$ cat src/rtl/bseq_pkg.sv
package bseq_pkg;

    typedef enum logic {
        ORD_SEQUENTIAL = 1'b0,
        ORD_INTERLEAVE = 1'b1
    } order_e;

endpackage

$ cat src/rtl/bseq_next.sv
// Next-state logic for seed and beat count. A load takes priority over an advance.
module bseq_next #(
    parameter int CNT_W = 2
) (
    input  logic             load,
    input  logic             adv,
    input  logic [CNT_W-1:0] seed_in,
    input  logic [CNT_W-1:0] seed_q,
    input  logic [CNT_W-1:0] count_q,
    output logic [CNT_W-1:0] seed_d,
    output logic [CNT_W-1:0] count_d
);

    localparam logic [CNT_W-1:0] ONE = CNT_W'(1);

    always_comb begin
        seed_d  = seed_q;
        count_d = count_q;
        if (load) begin
            seed_d  = seed_in;
            count_d = '0;
        end else if (adv) begin
            count_d = count_q + ONE;   // wraps at 2**CNT_W
        end
    end

endmodule

$ cat src/rtl/bseq_map.sv
// Maps seed and beat count to a beat address in the selected order.
module bseq_map
    import bseq_pkg::*;
#(
    parameter int CNT_W = 2
) (
    input  logic [CNT_W-1:0] seed,
    input  logic [CNT_W-1:0] count,
    input  order_e           order,
    output logic [CNT_W-1:0] addr
);

    logic [CNT_W-1:0] seq_addr;
    logic [CNT_W-1:0] ilv_addr;

    assign seq_addr = seed + count;

    for (genvar b = 0; b < CNT_W; b++) begin : g_ilv
        assign ilv_addr[b] = seed[b] ^ count[b];
    end

    always_comb begin
        unique case (order)
            ORD_INTERLEAVE: addr = ilv_addr;
            default:        addr = seq_addr;
        endcase
    end

endmodule

$ cat src/rtl/burst_addr_gen.sv
module burst_addr_gen
    import bseq_pkg::*;
#(
    parameter int CNT_W = 2
) (
    input  logic             clk,
    input  logic             rst_n,
    input  logic             load_i,
    input  logic             adv_i,
    input  logic [CNT_W-1:0] start_i,
    input  logic             mode_i,
    output logic [CNT_W-1:0] addr_o
);

    typedef struct packed {
        logic [CNT_W-1:0] seed;
        logic [CNT_W-1:0] count;
    } bseq_state_t;

    bseq_state_t st_d, st_q;
    logic [CNT_W-1:0] seed_nx, count_nx;
    order_e order;

    assign order = order_e'(mode_i);

    bseq_next #(.CNT_W(CNT_W)) u_next (
        .load    (load_i),
        .adv     (adv_i),
        .seed_in (start_i),
        .seed_q  (st_q.seed),
        .count_q (st_q.count),
        .seed_d  (seed_nx),
        .count_d (count_nx)
    );

    always_comb begin
        st_d       = st_q;
        st_d.seed  = seed_nx;
        st_d.count = count_nx;
    end

    always_ff @(posedge clk or negedge rst_n) begin
        if (!rst_n) st_q <= '0;
        else        st_q <= st_d;
    end

    bseq_map #(.CNT_W(CNT_W)) u_map (
        .seed  (st_q.seed),
        .count (st_q.count),
        .order (order),
        .addr  (addr_o)
    );

endmodule

$ cat config.mk
export PLATFORM = sky130hd
export DESIGN_NAME = burst_addr_gen
export DESIGN_NICKNAME = d
export VERILOG_FILES = /design/src/rtl/bseq_pkg.sv /design/src/rtl/bseq_next.sv /design/src/rtl/bseq_map.sv /design/src/rtl/burst_addr_gen.sv
export SDC_FILE = /design/constraint.sdc
export NUM_CORES = 1
export LEC_CHECK = 0
export BUFFER_PORTS_ARGS = -buffer_cell sky130_fd_sc_hd__clkbuf_2
export CAP_MARGIN = 5
export CORE_AREA = 5 5 42 44
export DETAILED_ROUTE_END_ITERATION = 8
export DIE_AREA = 0 0 47 49
export PLACE_DENSITY_LB_ADDON = 0.1
export SLEW_MARGIN = 10
export SYNTH_ARGS = -nofsm -noshare
export SYNTH_HDL_FRONTEND = slang
export SYNTH_SLANG_ARGS = --single-unit
$ cat constraint.sdc
create_clock -name clk -period 2.99 [get_ports clk]
set_clock_uncertainty 0.2 [all_clocks]
set_input_delay 0.1495 -clock clk [delete_from_list [all_inputs] [get_ports clk]]
set_output_delay 0.1495 -clock clk [all_outputs]
set_load 0.01 [all_outputs]
==> flow_metrics.env <==
export IMPL_status="finished, final reports clean"
export IMPL_largest_register="st_q"
export IMPL_finalPower_uw=161
export IMPL_postRouteAntennaNets=0
export IMPL_critPathMaxFanout=4
export IMPL_cp_top_family="flip-flops"
export IMPL_drive_gt1_share_pct=46.7
export IMPL_drtIter0Drc=1
export IMPL_postSynthCellCount=15
export IMPL_rsz0062_at_grt="no"
export IMPL_slew_headroom_pct=88.1
export IMPL_die_y_um=49
export IMPL_cap_violations=0
export IMPL_ctsHtreeMaxLevel=1
export IMPL_ios=9
export IMPL_gp_congestion=0.603
export IMPL_wl_um=363
export IMPL_cts_resized_gates=0
export IMPL_endpoint_kind="output port"
export IMPL_startpoint_type="flip-flop"
export IMPL_dieArea_sq_um=2300
export IMPL_diodes=0
export IMPL_dp_hpwl_um=321
export IMPL_grt_pass1_wl_um=572
export IMPL_coreArea_sq_um=1400
export IMPL_tightest_slew_ps=178
export IMPL_vias_per_cell=3.30
export IMPL_root_buffer="clkbuf_4"
export IMPL_leakage_nw=0.146
export IMPL_drc=0
export IMPL_finalNetCount=40
export IMPL_final_cell_mix="clkbuf_2 (8), dlygate4sd3_1 (4), dfrtp_1 (4)"
export IMPL_yosys_warnings=0
export IMPL_hold_viol_final=0
export IMPL_start_util_pct=14.1
export IMPL_ir_drop_uv=292
export IMPL_vias=152
export IMPL_holdCritPathClass="input pin to flip-flop"
export IMPL_numCtsBuffers=3
export IMPL_clkTransAtPathRegs_ps=30
export IMPL_setup_violations=0
export IMPL_crit_buf_inv=1
export IMPL_ys_ff_latch=4
export IMPL_die_w_um=47
export IMPL_rows=14
export IMPL_avgSynthCellArea_sq_um=13.2
export IMPL_min_period_over_period_pct=53.1
export IMPL_grt_pass1_vias=152
export IMPL_fin_ws_ps=1400
export IMPL_slew_violations=0
export IMPL_place_ws_ps=1630
export IMPL_dr_pass1_iters=2
export IMPL_post_cts_buffers=0
export IMPL_grt_overflow=0
export IMPL_grt_usage_pct=3.81
export IMPL_insertion_delay_ps=230
export IMPL_synth_seq_area_share_pct=50.6
export IMPL_critPathArrivalTime_ps=1240
export IMPL_layout_min_cycle_time_ps=1590
export IMPL_cts_tree="done"
export IMPL_dp_cells=39
export IMPL_top_regs="st_q x4"
export IMPL_path_class="flip-flop to output port"
export IMPL_syn_area_sq_um=198
export IMPL_fillers=163
export IMPL_cts_path_max_buffers=2
export IMPL_fin_cells=46
export IMPL_slowest_stage="dfrtp_1"
export IMPL_grt_antenna_before_repair=0
export IMPL_setup_tns_ps=0
export IMPL_layout_commonest_cell="clkbuf_2"
export IMPL_p_per_area_nw_per_um2=503
export IMPL_wl_per_cell_um=7.89
export IMPL_io_buffers=8
export IMPL_crit_required_ps=2640
export IMPL_path_cells="ha_1 -> nor2b_1 -> xnor2_1 -> clkbuf_2"
export IMPL_cts_sinks=4
export IMPL_largest_reg_flops=4
export IMPL_fmax_ghz=0.630
export IMPL_synth_distinct_cells=9
export IMPL_critPathMaxStageDelay_ps=410
export IMPL_syn2layout_area_growth_pct=62.0
export IMPL_syn_num_nets=23
export IMPL_grt_max_degree=5
worst paths after layout:
path | startpoint | to | slack (ps) | cells past startpoint
max | st_q[0] | addr_o[1] | 1400 | 4
min | adv_i | st_q[0] | 20 | 3
max reg2reg | st_q[1] | st_q[1] | 2010 | 2
min reg2reg | st_q[2] | st_q[2] | 320 | 1
max in group asynchronous | rst_n | st_q[2] | 2410 | 2
min in group asynchronous | rst_n | st_q[1] | 50 | 2
per-layer routing:
metal | GRT usage [%] | part of all wire (%) | routed length [um] | vias up
met3 | 4.43 | 11 | 41 | 0
li1 | - | - | - | 81
met2 | 4.98 | 44 | 160 | 6
met4 | 1.38 | 0 | 0 | 0
met1 | 3.77 | 44 | 160 | 65
met5 | 0 | 0 | 0 | -
worst register-to-register path: stages, from the launching register on:
cell,delay [ps]
dfrtp_1,390
nand3b_1,180
a21oi_2,140
synthesized netlist by cell type:
cell type,n,area [sq um]
nor2b_1,1,6.26
nor2_1,1,3.75
a21oi_2,1,8.76
ha_1,1,12.5
a21bo_1,1,10.0
nand3b_1,1,7.51
xnor2_1,3,26.3
mux2_2,2,22.5
dfrtp_1,4,100
report_power, final:
group	total [mW]	switching, mW	internal [mW]
clock	0.0639	0.0192	0.0447
combinational	0.0335	0.0137	0.0198
sequential	0.0635	0.00405	0.0595
total	0.161	0.0369	0.124
final cells by class:
| class | count | area (sq um) | area share [%] |
|---|---|---|---|
| sequential | 4 | 100 | 31.3 |
| timing repair buffer | 12 | 80.1 | 25.0 |
| multi-input combinational | 11 | 97.6 | 30.5 |
| clock buffer | 3 | 22.5 | 7.03 |
| tap | 16 | 20.0 | 6.25 |
cells by family (layout without fill, tap and decap cells):
family          after synthesis  in the layout  share of synthesized area [%]
compound gates                2              2                           9.49
xor+xnor                      3              3                           13.3
fa+ha+maj                     1              1                           6.33
buf+inv                       0             15                              0
flops                         4              4                           50.6
mux                           2              2                           11.4
simple gates                  3              3                           8.86
timing repair:
item,in CTS,in global routing
endpoints found under the hold margin,8,0
hold buffers,4,0
endpoints found under the setup margin,0,0
stage by stage:
step | instance area [sq um] | hold slack (ps) | util, %
3_5_place_dp | 258 | -239 | 18.4
2_1_floorplan | 198 | -346 | -
6_report | 320 | 24.5 | 22.9
3_3_place_gp | 258 | -238 | 18.4
4_1_cts | 320 | 25.0 | 22.9
5_1_grt | 320 | 40.1 | 22.9
(Power assumes the default switching activity.)
